==> src/rtl/irq_mod_pkg.sv <==
package irq_mod_pkg;
   localparam int NCAUSE    = 2;
   localparam int CAUSE_RX  = 0;
   localparam int CAUSE_TX  = 1;
   localparam int NDIR      = 2;
   localparam int NLIMIT    = 2 * NDIR;
   localparam int SEL_W     = 3;
   localparam logic [SEL_W-1:0] SEL_THROTTLE = 3'd4;
   localparam logic [SEL_W-1:0] SEL_MASK     = 3'd5;
endpackage

==> src/rtl/irq_delay_timer.sv <==
module irq_delay_timer #(
   parameter int TW       = 16,
   parameter bit ABSOLUTE = 1'b0
) (
   input  logic          clk,
   input  logic          rst_n,
   input  logic          tick_i,
   input  logic          event_i,
   input  logic          clear_i,
   input  logic [TW-1:0] limit_i,
   output logic          expire_o
);
   localparam logic [TW-1:0] ONE = TW'(1);

   if (TW < 2) begin : g_bad_width
      $error("irq_delay_timer: TW must be at least 2");
   end

   logic          active_q;
   logic [TW-1:0] cnt_q;
   logic          load_ok;
   logic          zero_lim;
   logic          load;

   if (ABSOLUTE) begin : g_abs
      assign load_ok = !active_q;
   end else begin : g_pkt
      assign load_ok = 1'b1;
   end

   assign zero_lim = (limit_i == '0);
   assign load     = event_i && !zero_lim && load_ok;
   assign expire_o = (event_i && zero_lim) || (active_q && tick_i && cnt_q == ONE);

   always_ff @(posedge clk) begin
      if (!rst_n || clear_i) begin
         active_q <= 1'b0;
         cnt_q    <= '0;
      end else if (load) begin
         active_q <= 1'b1;
         cnt_q    <= limit_i;
      end else if (active_q && tick_i) begin
         if (cnt_q == ONE) active_q <= 1'b0;
         cnt_q <= cnt_q - ONE;
      end
   end

   if (ABSOLUTE) begin : g_abs_chk
      // a running absolute timer ignores further events
      a_r3_abs_no_reload: assert property (@(posedge clk) disable iff (!rst_n)
         (active_q && event_i && !clear_i && !tick_i) |=> (cnt_q == $past(cnt_q)));
   end else begin : g_pkt_chk
      // every event reloads the per-completion timer
      a_r2_pkt_reload: assert property (@(posedge clk) disable iff (!rst_n)
         (event_i && !clear_i && limit_i != '0) |=> (active_q && cnt_q == $past(limit_i)));
   end
endmodule

==> src/rtl/irq_dir_delay.sv <==
module irq_dir_delay #(
   parameter int TW = 16
) (
   input  logic          clk,
   input  logic          rst_n,
   input  logic          tick_i,
   input  logic          event_i,
   input  logic [TW-1:0] pkt_lim_i,
   input  logic [TW-1:0] abs_lim_i,
   output logic          fire_o
);
   localparam int NTMR = 2;

   logic [TW-1:0]   lim [NTMR];
   logic [NTMR-1:0] expire;

   assign lim[0] = pkt_lim_i;
   assign lim[1] = abs_lim_i;
   assign fire_o = |expire;

   for (genvar k = 0; k < NTMR; k++) begin : g_tmr
      irq_delay_timer #(.TW(TW), .ABSOLUTE(k == 1)) u_tmr (
         .clk      (clk),
         .rst_n    (rst_n),
         .tick_i   (tick_i),
         .event_i  (event_i),
         .clear_i  (fire_o),
         .limit_i  (lim[k]),
         .expire_o (expire[k])
      );
   end
endmodule

==> src/rtl/irq_cause_ctrl.sv <==
module irq_cause_ctrl #(
   parameter int NC = 2,
   parameter int TW = 16
) (
   input  logic          clk,
   input  logic          rst_n,
   input  logic          tick_i,
   input  logic [NC-1:0] post_imm_i,
   input  logic [NC-1:0] post_thr_i,
   input  logic          mask_we_i,
   input  logic [NC-1:0] mask_wdata_i,
   input  logic          thr_we_i,
   input  logic [TW-1:0] thr_wdata_i,
   input  logic          rd_i,
   output logic [NC-1:0] pend_o,
   output logic          irq_o
);
   localparam logic [TW-1:0] ONE = TW'(1);

   if (NC < 1) begin : g_bad_nc
      $error("irq_cause_ctrl: NC must be at least 1");
   end

   logic [NC-1:0] pend_q, pend_n, mask_q, mask_n;
   logic [TW-1:0] thr_lim_q, thr_cnt_q;
   logic          irq_q, irq_n, want, thr_busy, imm_hit;

   assign pend_n   = (rd_i ? '0 : pend_q) | post_imm_i | post_thr_i;
   assign mask_n   = mask_we_i ? mask_wdata_i : mask_q;
   assign want     = |(pend_n & mask_n);
   assign thr_busy = (thr_cnt_q != '0);
   assign imm_hit  = |(post_imm_i & mask_n);

   always_comb begin
      if (!want)                               irq_n = 1'b0;
      else if (imm_hit || mask_we_i || !thr_busy) irq_n = 1'b1;
      else                                     irq_n = irq_q;
   end

   always_ff @(posedge clk) begin
      if (!rst_n) begin
         pend_q    <= '0;
         mask_q    <= '0;
         thr_lim_q <= '0;
         thr_cnt_q <= '0;
         irq_q     <= 1'b0;
      end else begin
         pend_q <= pend_n;
         mask_q <= mask_n;
         irq_q  <= irq_n;
         if (thr_we_i) thr_lim_q <= thr_wdata_i;
         if (irq_n && !irq_q)        thr_cnt_q <= thr_lim_q;
         else if (tick_i && thr_busy) thr_cnt_q <= thr_cnt_q - ONE;
      end
   end

   assign pend_o = pend_q;
   assign irq_o  = irq_q;

   // the line needs a pending, unmasked cause
   a_r6_irq_needs_unmasked: assert property (@(posedge clk) disable iff (!rst_n)
      irq_q |-> |(pend_q & mask_q));
   // a live throttle window keeps a low line low against throttled posts
   a_r7_throttle_holds: assert property (@(posedge clk) disable iff (!rst_n)
      (!irq_q && thr_busy && post_imm_i == '0 && !mask_we_i) |=> !irq_q);
   // a read with no post leaves nothing pending and the line low
   a_r11_read_clears: assert property (@(posedge clk) disable iff (!rst_n)
      (rd_i && post_imm_i == '0 && post_thr_i == '0) |=> (pend_q == '0 && !irq_q));
   // posted causes are always latched
   a_r6_post_latched: assert property (@(posedge clk) disable iff (!rst_n)
      ((post_imm_i | post_thr_i) != '0) |=> ((pend_q & $past(post_imm_i | post_thr_i)) == $past(post_imm_i | post_thr_i)));
endmodule

==> src/rtl/nic_irq_moderator.sv <==
module nic_irq_moderator
   import irq_mod_pkg::*;
#(
   parameter int TW = 16
) (
   input  logic                       clk,
   input  logic                       rst_n,
   input  logic                       tick_i,
   input  logic                       rx_done_i,
   input  logic                       tx_done_i,
   input  logic                       tx_wb_done_i,
   input  logic                       cfg_we_i,
   input  logic [2:0]                 cfg_sel_i,
   input  logic [TW-1:0]              cfg_wdata_i,
   input  logic                       pend_rd_i,
   output logic [1:0]                 pend_o,
   output logic                       rx_flush_o,
   output logic                       tx_flush_o,
   output logic                       irq_o
);
   if (TW < 2) begin : g_bad_width
      $error("nic_irq_moderator: TW must be at least 2");
   end

   logic [TW-1:0]     lim_q [NLIMIT];
   logic [NDIR-1:0]   evt, fire, flush_q;
   logic [NCAUSE-1:0] post_imm, post_thr;

   for (genvar i = 0; i < NLIMIT; i++) begin : g_lim
      always_ff @(posedge clk) begin
         if (!rst_n)                                  lim_q[i] <= '0;
         else if (cfg_we_i && cfg_sel_i == SEL_W'(i)) lim_q[i] <= cfg_wdata_i;
      end
   end

   assign evt[CAUSE_RX] = rx_done_i;
   assign evt[CAUSE_TX] = tx_done_i;

   for (genvar d = 0; d < NDIR; d++) begin : g_dir
      irq_dir_delay #(.TW(TW)) u_dir (
         .clk       (clk),
         .rst_n     (rst_n),
         .tick_i    (tick_i),
         .event_i   (evt[d]),
         .pkt_lim_i (lim_q[2*d]),
         .abs_lim_i (lim_q[2*d+1]),
         .fire_o    (fire[d])
      );

      always_ff @(posedge clk) begin
         if (!rst_n) flush_q[d] <= 1'b0;
         else        flush_q[d] <= fire[d];
      end

      // a flush pulse comes with its cause pending
      a_r4_flush_sets_pend: assert property (@(posedge clk) disable iff (!rst_n)
         flush_q[d] |-> pend_o[d]);
   end

   assign post_imm           = fire;
   assign post_thr[CAUSE_RX] = 1'b0;
   assign post_thr[CAUSE_TX] = tx_wb_done_i;

   irq_cause_ctrl #(.NC(NCAUSE), .TW(TW)) u_ctrl (
      .clk          (clk),
      .rst_n        (rst_n),
      .tick_i       (tick_i),
      .post_imm_i   (post_imm),
      .post_thr_i   (post_thr),
      .mask_we_i    (cfg_we_i && cfg_sel_i == SEL_MASK),
      .mask_wdata_i (cfg_wdata_i[NCAUSE-1:0]),
      .thr_we_i     (cfg_we_i && cfg_sel_i == SEL_THROTTLE),
      .thr_wdata_i  (cfg_wdata_i),
      .rd_i         (pend_rd_i),
      .pend_o       (pend_o),
      .irq_o        (irq_o)
   );

   assign rx_flush_o = flush_q[CAUSE_RX];
   assign tx_flush_o = flush_q[CAUSE_TX];

   // a firing timer with its cause unmasked raises the line at once
   a_r8_immediate_raise: assert property (@(posedge clk) disable iff (!rst_n)
      flush_q[CAUSE_RX] && $past(rst_n) && $past(u_ctrl.mask_q[CAUSE_RX]) && !$past(cfg_we_i) |-> irq_o);
endmodule

==> config.mk <==
export PLATFORM = sky130hd
export DESIGN_NAME = nic_irq_moderator
export DESIGN_NICKNAME = d
export VERILOG_FILES = /design/src/rtl/irq_mod_pkg.sv /design/src/rtl/irq_delay_timer.sv /design/src/rtl/irq_dir_delay.sv /design/src/rtl/irq_cause_ctrl.sv /design/src/rtl/nic_irq_moderator.sv
export SDC_FILE = /design/constraint.sdc
export NUM_CORES = 1
export LEC_CHECK = 0
export CAP_MARGIN = 40
export CELL_PAD_IN_SITES_DETAIL_PLACEMENT = 2
export CELL_PAD_IN_SITES_GLOBAL_PLACEMENT = 2
export CORE_MARGIN = 2
export CORE_UTILIZATION = 42
export DETAILED_ROUTE_END_ITERATION = 10
export PLACE_DENSITY = 0.89
export REMOVE_ABC_BUFFERS = 1
export SYNTH_ARGS = -nofsm -noshare
export SYNTH_HDL_FRONTEND = slang
export SYNTH_SLANG_ARGS = --single-unit
export TNS_END_PERCENT = 1
==> constraint.sdc <==
create_clock -name clk -period 7.3 [get_ports clk]
set_input_delay 1.095 -clock clk [delete_from_list [all_inputs] [get_ports clk]]
set_output_delay 1.095 -clock clk [all_outputs]
set_load 0.05 [all_outputs]
* After elaboration in Yosys (flattened, before gate mapping)
Memory sizes are Yosys's and may differ from the RTL's.
Cells that the tools add are included.
** Operators by class
- Eq/ne operators :: 9
- Bitwise logic cells :: 8
- Add/subtract/negate cells :: 5
- Multiplexer cells :: 43
- Reduce and logical (&&, ||, !) cells :: 66
** Operators with widths (number)
- 16-bit 2-to-1 mux :: 14
- 16-bit by 1-bit subtractor with 16-bit output, second input constant :: 5
- 16-bit by 1-bit equality test with 1-bit output, second input constant :: 4
- 16-bit zero test :: 4
- 1-bit 2-to-1 mux :: 27
- 1-bit logical AND :: 26
- 2-bit nonzero test :: 9
- 16-bit nonzero test :: 1
- 1-bit zero test :: 9
- 1-bit logical OR :: 8
- 2-bit AND reduction :: 4
- 2-bit OR reduction :: 4
- 3-bit by 2-bit equality test with 1-bit output, second input constant :: 2
- 3-bit equality test, second input constant :: 2
- 2-bit bitwise AND :: 2
- 2-bit 2-to-1 mux :: 2
- 1-bit OR :: 4
- 2-bit OR :: 2
- 3-bit by 1-bit equality test with 1-bit output, second input constant :: 1
- 3-bit zero test :: 1
** Word-level totals
- Memories :: 1
- Word-level logic and storage cells :: 147
- Bits in registers :: 107
- RAM bits :: 64
** Memories
- lim_q :: depth 4, bits a word 16, read ports 4, clocked after Yosys merged registers in 0, write ports 4, line nic_irq_moderator.sv:25 : logic [TW-1:0] lim_q [NLIMIT];

* Depth between registers and ports, before layout
Gate-level depths: netlist of the first run.
An unclocked memory read counts as a cell.
- Word-level depth :: 13
- Mapped depth :: 9
- Depth with buffers taken out :: 8

* By module
A second synthesis of the first run with hierarchy kept.
** Second synthesis, totals
- Cell total of the unflattened synthesis :: 853
- Area, all modules :: 8326.7 sq um
** Modules (own cells, without submodules)
- nic_irq_moderator :: area each 2396.0 sq um, seq. area each 1961.9 sq um, times used 1, cells each 169
- irq_cause_ctrl :: area each 1736.7 sq um, seq. area each 740.7 sq um, times used 1, cells each 190
- irq_delay_timer (g_dir[0].u_dir.g_tmr[0].u_tmr) :: area each 1086.0 sq um, seq. area each 340.3 sq um, times used 1, cells each 115
- irq_delay_timer (g_dir[1].u_dir.g_tmr[0].u_tmr) :: area each 1078.5 sq um, seq. area each 340.3 sq um, times used 1, cells each 113
- irq_delay_timer (g_dir[1].u_dir.g_tmr[1].u_tmr) :: area each 1019.7 sq um, seq. area each 340.3 sq um, times used 1, cells each 130
- irq_delay_timer (g_dir[0].u_dir.g_tmr[1].u_tmr) :: area each 997.2 sq um, seq. area each 340.3 sq um, times used 1, cells each 134
- irq_dir_delay :: area each 6.3 sq um, seq. area each 0.0 sq um, times used 2, cells each 1

* Worst setup path after synthesis of the first run
Ideal clock, no wire load.
- Path kind :: input-to-reg
- Start :: input port cfg_sel_i[2]
- End :: memory lim_q[0][0], enable pin
- Data required time :: 6.885 ns
- Library setup time :: 0.415 ns
- Data arrival time :: 2.547 ns
- Slack :: 4.338 ns
- Path buffers :: 0
- Stages :: 2
- Cells stage by stage :: nand2b_1 -> o31ai_1
** RTL lines
- start: declaration :: line nic_irq_moderator.sv:13 : input logic [2:0] cfg_sel_i,
- end: declaration :: line nic_irq_moderator.sv:25

* Worst setup path in the final report of the first run
- Start :: input port tick_i
- End :: register u_ctrl.thr_cnt_q[8]
** On the way
- Cells in the longest elaborated chain, start to end :: 12
** Ends and longest elaborated chain
- start: declaration :: line nic_irq_moderator.sv:8 : input logic tick_i,
- 1-bit logical AND (2 in series) :: line irq_delay_timer.sv:33 : assign expire_o = (event_i && zero_lim) || (active_q && tick_i && cnt_q == ONE);
- 1-bit logical OR :: line irq_delay_timer.sv:33
- 2-bit OR reduction :: line irq_dir_delay.sv:19 : assign fire_o = |expire;
- 2-bit bitwise AND :: line irq_cause_ctrl.sv:32 : assign imm_hit = |(post_imm_i & mask_n);
- 2-bit OR reduction :: line irq_cause_ctrl.sv:32
- 1-bit logical OR (2 in series) :: line irq_cause_ctrl.sv:36 : else if (imm_hit || mask_we_i || !thr_busy) irq_n = 1'b1;
- 1-bit 2-to-1 mux :: line irq_cause_ctrl.sv:36
- 1-bit 2-to-1 mux :: line irq_cause_ctrl.sv:35 : if (!want) irq_n = 1'b0;
- 1-bit logical AND :: line irq_cause_ctrl.sv:52 : if (irq_n && !irq_q) thr_cnt_q <= thr_lim_q;
- 16-bit 2-to-1 mux or 2-bit nonzero test (tied branches)
- end signal: assignment :: line irq_cause_ctrl.sv:52
- end signal: assignment :: line irq_cause_ctrl.sv:53 : else if (tick_i && thr_busy) thr_cnt_q <= thr_cnt_q - ONE;
- end: declaration :: line irq_cause_ctrl.sv:25 : logic [TW-1:0] thr_lim_q, thr_cnt_q;
Several ways; a longest one is shown, not always the timed one.
A chain may end at the register's enable or synchronous reset.

==> results of run 1 <==
## cell usage after synthesis (14+ instances only)
master	number	area, um^2
nand2_1	113	424.2
dfxtp_1	107	2142
nor2_1	86	322.8
and2_1	65	406.6
edfxtp_1	64	1922
a21oi_1	52	260.3
clkbuf_1	36	135.1
nor4_1	34	212.7
xnor2_1	31	271.5
a211oi_1	29	217.7
nor3_1	22	110.1
mux2i_1	19	190.2
o21ai_0	19	95.09
nand3_1	17	85.08
nand4_1	16	100.1
inv_1	14	52.55
## area by class of cell
type	count	share of cell area, %
clock inverters	4	0.2306
multi-input cells	627	40.74
inverters	14	0.5696
flip-flops and latches	171	44.05
repair buffers	47	5.018
diodes	1	0.02713
clock buffers	28	6.185
well taps	234	3.174
## power by group through the flow
stage	sequential, mW	clock, mW	combinational [mW]
3_3_place_gp	1.17	0	0.455
6_report	1.18	0.930	0.558
5_1_grt	1.19	0.976	0.598
4_1_cts	1.18	0.933	0.550
2_1_floorplan	1.16	0	0.336
3_5_place_dp	1.19	0	0.504
## kinds of logic after synthesis
kind of cell | after synthesis
adder cells (fa/ha/maj) | 10
AND/OR/NAND/NOR | 408
multiplexers | 19
flip-flops | 171
XOR/XNOR | 44
buffers and inverters | 54
AO/OA/AOI/OAI | 146
## final timing paths
kind / startpoint / endpoint / cells past startpoint
worst max-delay path: tick_i / u_ctrl.thr_cnt_q[8]$_SDFFE_PN0P_ / 8
worst min-delay path: u_ctrl.thr_lim_q[12]$_SDFFE_PN0P_ / u_ctrl.thr_lim_q[12]$_SDFFE_PN0P_ / 2
worst max register to register: g_dir[0].u_dir.g_tmr[0].u_tmr.cnt_q[6]$_SDFFE_PP0P_ / u_ctrl.thr_cnt_q[8]$_SDFFE_PN0P_ / 6
worst min register to register: u_ctrl.thr_lim_q[12]$_SDFFE_PN0P_ / u_ctrl.thr_lim_q[12]$_SDFFE_PN0P_ / 2
## stage by stage
| step | std cells | hold slack [ns] | power [mW] | instance area [um^2] |
|---|---|---|---|---|
| floorplan | 812 | 0.4366 | 1.493 | 7870 |
| global route | 1125 | 0.4835 | 2.761 | 9223 |
| CTS | 1123 | 0.4631 | 2.660 | 9208 |
| global placement | 1087 | 0.4454 | 1.630 | 8553 |
| finish | 1126 | 0.4671 | 2.670 | 9225 |
| detailed placement | 1091 | 0.4541 | 1.692 | 8616 |
## flip-flops by register name, summed over array words and instances, names as in the netlist
register,cells
u_ctrl.thr_lim_q,16
lim_q,64
u_ctrl.pend_o,2
rx_flush_o,1
u_ctrl.mask_q,2
u_ctrl.irq_o,1
u_ctrl.thr_cnt_q,16
g_dir.u_dir.g_tmr.u_tmr.active_q,4
tx_flush_o,1
g_dir.u_dir.g_tmr.u_tmr.cnt_q,64
## worst max-delay path, cell delays in order
cell and delay, ns:
clkdlybuf4s50_1 0.47, buf_4 0.32, nand2_1 0.43, nor3_1 0.45, nand4_1 0.23, a311o_1 0.47
o211ai_4 0.35, mux2i_1 0.32
## cell usage in the layout (no fill, tap or decap), drive strengths merged, types with 6 or more instances in the layout
cell type	synthesis	layout
clkdlybuf4s50	0	31
nor3	22	22
or4	6	6
a221oi	7	7
mux2i	19	19
nand2b	10	10
nand4	16	16
o211ai	7	7
nor2	86	86
a21oi	52	52
a211oi	29	29
o21ai	19	19
nor4	35	35
xnor2	31	31
and2	65	65
a31oi	7	7
nand4b	6	6
dfxtp	107	107
clkbuf	36	28
inv	14	15
nand3	17	17
xor2	13	13
nor3b	7	7
buf	4	16
nand2	113	113
edfxtp	64	64
ha	10	10
## per-layer routing
| metal | vias to the layer above | wire [um] | GRT usage (%) |
|---|---|---|---|
| met5 | - | 0 | 0 |
| met4 | 0 | 1560 | 17.25 |
| met3 | 110 | 1912 | 6.393 |
| met2 | 328 | 16270 | 56.28 |
| met1 | 3623 | 13160 | 41.49 |
| li1 | 3121 | - | - |
==> run_results.csv, run 1 <==
group,metric,value,unit
clocking,cts_made_buffers,17,
pwr,peakVddDrop,155.8,uV
clocking,cts.repair.resized,0,
clocking,clk_latency,0.44,ns
global_route,grt_start_max_net_pins,40,
pwr,p_comb_share,20.9,%
floorplan,coreArea,0.01877,mm^2
floorplan,die_area,0.02029,mm^2
synthesis,synthXorXnorAreaFrac,4.786,%
pwr,switchingPower,0.8550,mW
outcome,status,"completed",
timing,clock_skew,0.01057,ns
floorplan,die_y,142.5,um
synthesis,synthMuxAreaShare,2.362,%
synthesis,yosysWarnings,0,
flow_run,maxCapViolations,0,
clocking,cts_root_buf,"clkbuf_16",
worst_setup_path,required,7.65,ns
synthesis,synth-simple-area-share,25.89,%
synthesis,synth_adder_area_share,1.554,%
global_route,gr-usage-all-layers,33.66,%
synthesis,synth_cell_types,58,
timing,fin_setup_tns,0,ns
synthesis,synth_compound_area_share,12.03,%
timing,setup_viol,0,
synthesis,ys_seq_area_share,50.47,%
timing,rsz0062_at_grt,"no",
synthesis,synthArstFlopShare,0,%
clocking,cts_max_path_buffers,2,
synthesis,yosys_most_used_dff,"dfxtp_1",
timing,fin_crit_sh,52.25,%
timing,period_needed,3.814,ns
finish,nFillCells,1937,
finish,post-route-util,49.15,%
finish,seqCellArea,0.004064,mm^2
pwr,intPower,1.815,mW
clocking,htreeDepth,4,
routing,drt_pass1_iterations,5,
floorplan,ioPinCount,32,
routing,viasPerCell,6.378,
timing,hold_viol_final,0,
clocking,cts.hold.buffers_added,0,
routing,initialDrtViolationCount,628,
worst_setup_path,crit_fanout,24,
routing,routed_wl,32910,um
finish,multiInputGateArea,0.003759,mm^2
timing,timing.final.ws_setup,3.486,ns
clocking,clock-sinks,171,
pwr,p_sw_share,32.02,%
floorplan,rows,50,
floorplan,die_w,142.5,um
worst_setup_path,worstSetupPathType,"input pin to flop",
global_route,grt_pass1_wl,50470,um
pwr,p_clk_share,34.8,%
pwr,power_density,289.4,mW/mm^2
worst_setup_path,startpoint_type,"input pin",
routing,ant_nets,0,
worst_setup_path,r2r_slack,3.86,ns
routing,wl_per_cell,29.23,um
clocking,clk_pin_slew,0.07,ns
timing,tightest_slew,0.9472,ns
worst_setup_path,critPathCaptureType,"flop",
finish,synthToLayoutAreaGrowth,14.58,%
placed_design,dpl_worst_slack,3.154,ns
timing,fmax,262.2,MHz
synthesis,synth_top_family_by_area,"simple AND/OR/NAND/NOR gates",
worst_setup_path,crit_arrival,4.16,ns
finish,num-nets-final,915,
clocking,post_cts_buffers,0,
placed_design,place.gp.congestion,0.8810,
timing,max-slew-margin-rel,36.37,%
synthesis,ys_ff_latch,171,
finish,drive_gt1_share,6.173,%
synthesis,postSynthAreaPerCell,9.450,um^2
global_route,grt_pass1_vias,7921,
placed_design,portBuffers,31,
routing,drc,0,
routing,via_count,7182,
hold_path,min_path_type,"flop to flop",
synthesis,syn_inst,852,
synthesis,synthesis.area,0.008051,mm^2
clocking,cts_tree,"yes",
placed_design,hpwl,20220,um
global_route,antenna_found_initial,0,
synthesis,synth_edf_count,64,
global_route,gr-total-overflow,0,
pwr,p_leak,3.198,nW
timing,drv_slew,0,
floorplan,start_util,42.90,%
pwr,p_seq_share,44.3,%
(Power assumes the default switching activity.)
==> run 2, diff against run 1 <==
CORE_UTILIZATION = 35   (was 42)
PLACE_DENSITY = 0.8   (was 0.89)
clock period = 3.4 ns   (was 7.3 ns; I/O delays follow)
==> run 2 against run 1 <==
Net effect:
- total power up 100%
- combinational power grew 99%
- final cell count increased by 5.5%
- die area is 19% higher
- clock skew barely moved
- clock power is 85% higher
- routed wire length is 20% lower
==> run_results.csv, run 2 (synthesis gave the netlist of run 1 again) <==
group,metric,value,unit
outcome,status,"completed",
pwr,peakVddDrop,381.1,uV
timing,period_needed,2.981,ns
worst_setup_path,cpMaxStageDelayCell,"o211ai_4",
global_route,grt_start_max_net_pins,39,
worst_setup_path,startpoint_type,"flop",
finish,reg_top3,"g_dir.u_dir.g_tmr.u_tmr.cnt_q x64, lim_q x64",
worst_setup_path,worstSetupPathType,"flop to flop",
timing,fin_crit_sh,87.68,%
clocking,cts.repair.resized,0,
clocking,clock-sinks,171,
global_route,antenna_found_initial,0,
routing,via_count,6747,
pwr,p_leak,3.200,nW
floorplan,rows,55,
flow_run,maxCapViolations,0,
floorplan,die_w,155.7,um
worst_setup_path,rr_worst_depth,6,
global_route,grt_pass1_vias,7329,
timing,rsz0062_at_grt,"no",
finish,nFillCells,2414,
finish,synthToLayoutAreaGrowth,15.28,%
finish,diodes,0,
worst_setup_path,r2r-start,"g_dir[1].u_dir.g_tmr[1].u_tmr.cnt_q[4]$_SDFFE_PP0P_",
timing,drv_slew,0,
clocking,cts_root_buf,"clkbuf_16",
finish,final_common_cell,"nand2_1",
floorplan,die_y,155.7,um
clocking,clk_pin_slew,0.06,ns
worst_setup_path,cp-endpoint,"u_ctrl.thr_cnt_q[14]$_SDFFE_PN0P_",
timing,hold_slack,0.4570,ns
worst_setup_path,cp_cell_sequence,"or4_4 -> or3_4 -> nor4_4 -> o32ai_2 -> o211ai_4 -> mux2i_1",
hold_path,hold_depth,2,
clocking,cts_made_buffers,17,
worst_setup_path,rr_endpoint,"u_ctrl.thr_cnt_q[14]$_SDFFE_PN0P_",
worst_setup_path,required,3.75,ns
routing,routed_wl,26350,um
worst_setup_path,critPathCaptureType,"flop",
placed_design,portBuffers,31,
worst_setup_path,crit_fanout,16,
worst_setup_path,cp-startpoint,"g_dir[1].u_dir.g_tmr[1].u_tmr.cnt_q[4]$_SDFFE_PP0P_",
routing,ant_nets,0,
global_route,gr-total-overflow,0,
hold_path,hp-start,"u_ctrl.thr_lim_q[2]$_SDFFE_PN0P_",
timing,setup_viol,0,
placed_design,dpl_worst_slack,0.1507,ns
finish,seqCellArea,0.004064,mm^2
routing,initialDrtViolationCount,427,
clocking,cts.hold.buffers_added,0,
clocking,post_cts_buffers,0,
timing,fmax,335.4,MHz
timing,max-slew-margin-rel,32.19,%
global_route,gr-usage-all-layers,22.62,%
finish,stdcell_area,0.009281,mm^2
timing,tightest_slew,1.013,ns
worst_setup_path,crit_arrival,3.33,ns
timing,clock_skew,0.01082,ns
routing,wl_per_cell,22.18,um
routing,viasPerCell,5.679,
clocking,cts_tree,"yes",
floorplan,ioPinCount,32,
floorplan,die_area,0.02423,mm^2
finish,drive_gt1_share,6.534,%
placed_design,place.gp.congestion,0.8477,
clocking,cts_max_path_buffers,2,
timing,fin_setup_tns,0,ns
timing,hold_viol_final,0,
finish,num-nets-final,928,
hold_path,min_path_type,"flop to flop",
floorplan,coreArea,0.02264,mm^2
clocking,htreeDepth,4,
placed_design,postPlaceCellArea,0.008792,mm^2
routing,drc,0,
clocking,clk_latency,0.44,ns
floorplan,start_util,35.56,%
worst_setup_path,max_stage_delay,0.67,ns
finish,multiInputGateArea,0.003759,mm^2
finish,layout_common_cells,"nand2_1, dfxtp_1, nor2_1",
routing,drt_pass1_iterations,6,
worst_setup_path,r2r_slack,0.42,ns
placed_design,hpwl,18100,um
timing,timing.final.ws_setup,0.4188,ns
pwr,power_density,576.3,mW/mm^2
global_route,grt_pass1_wl,42010,um
run 2: cell type report:
cell class / instances / area share, %
Clock buffer: 24 / 4.974
Inverter: 14 / 0.5662
Clock inverter: 7 / 0.2966
Tap cell: 285 / 3.842
Sequential cell: 171 / 43.79
Multi-Input combinational cell: 627 / 40.50
Timing Repair Buffer: 60 / 6.039
run 2: critical path: cells and delay by family (launching register included):
kind / cells / cell delay [ns]
simple gates: 3 / 1.36
compound gates: 2 / 0.85
flops: 1 / 0.38
mux: 1 / 0.30
run 2: worst min path at each step:
stage                                                   to  slack [ns]
after floorplan           u_ctrl.thr_lim_q[0]$_SDFFE_PN0P_        0.44
after global placement    u_ctrl.thr_lim_q[0]$_SDFFE_PN0P_        0.44
after detailed placement  u_ctrl.thr_lim_q[2]$_SDFFE_PN0P_        0.45
after CTS                 u_ctrl.thr_lim_q[2]$_SDFFE_PN0P_        0.46
after global routing      u_ctrl.thr_cnt_q[0]$_SDFFE_PN0P_        0.49
final                     u_ctrl.thr_lim_q[2]$_SDFFE_PN0P_        0.46
run 2: power by group:
part | internal, mW | switching [mW] | total [mW]
sequential | 2.32 | 0.199 | 2.52
combinational | 0.465 | 0.649 | 1.11
clock | 0.933 | 0.787 | 1.72
run 2: through the flow:
stage	cells	power [mW]	util, %
global route	1188	5.598	40.99
detailed placement	1157	3.632	38.83
CTS	1188	5.377	40.99
floorplan	812	3.205	-
global placement	1156	3.565	38.71
finish	1188	5.349	40.99
run 2: metal layers:
metal / vias to the layer above / wire length [um] / GRT usage [%] / part of all wire [%]
li1: 3145 / - / - / -
met1: 3444 / 11740 / 28.48 / 45
met2: 113 / 13340 / 39.91 / 51
met3: 45 / 617 / 3.028 / 2.3
met4: 0 / 646 / 7.776 / 2.5
met5: - / 0 / 0 / 0
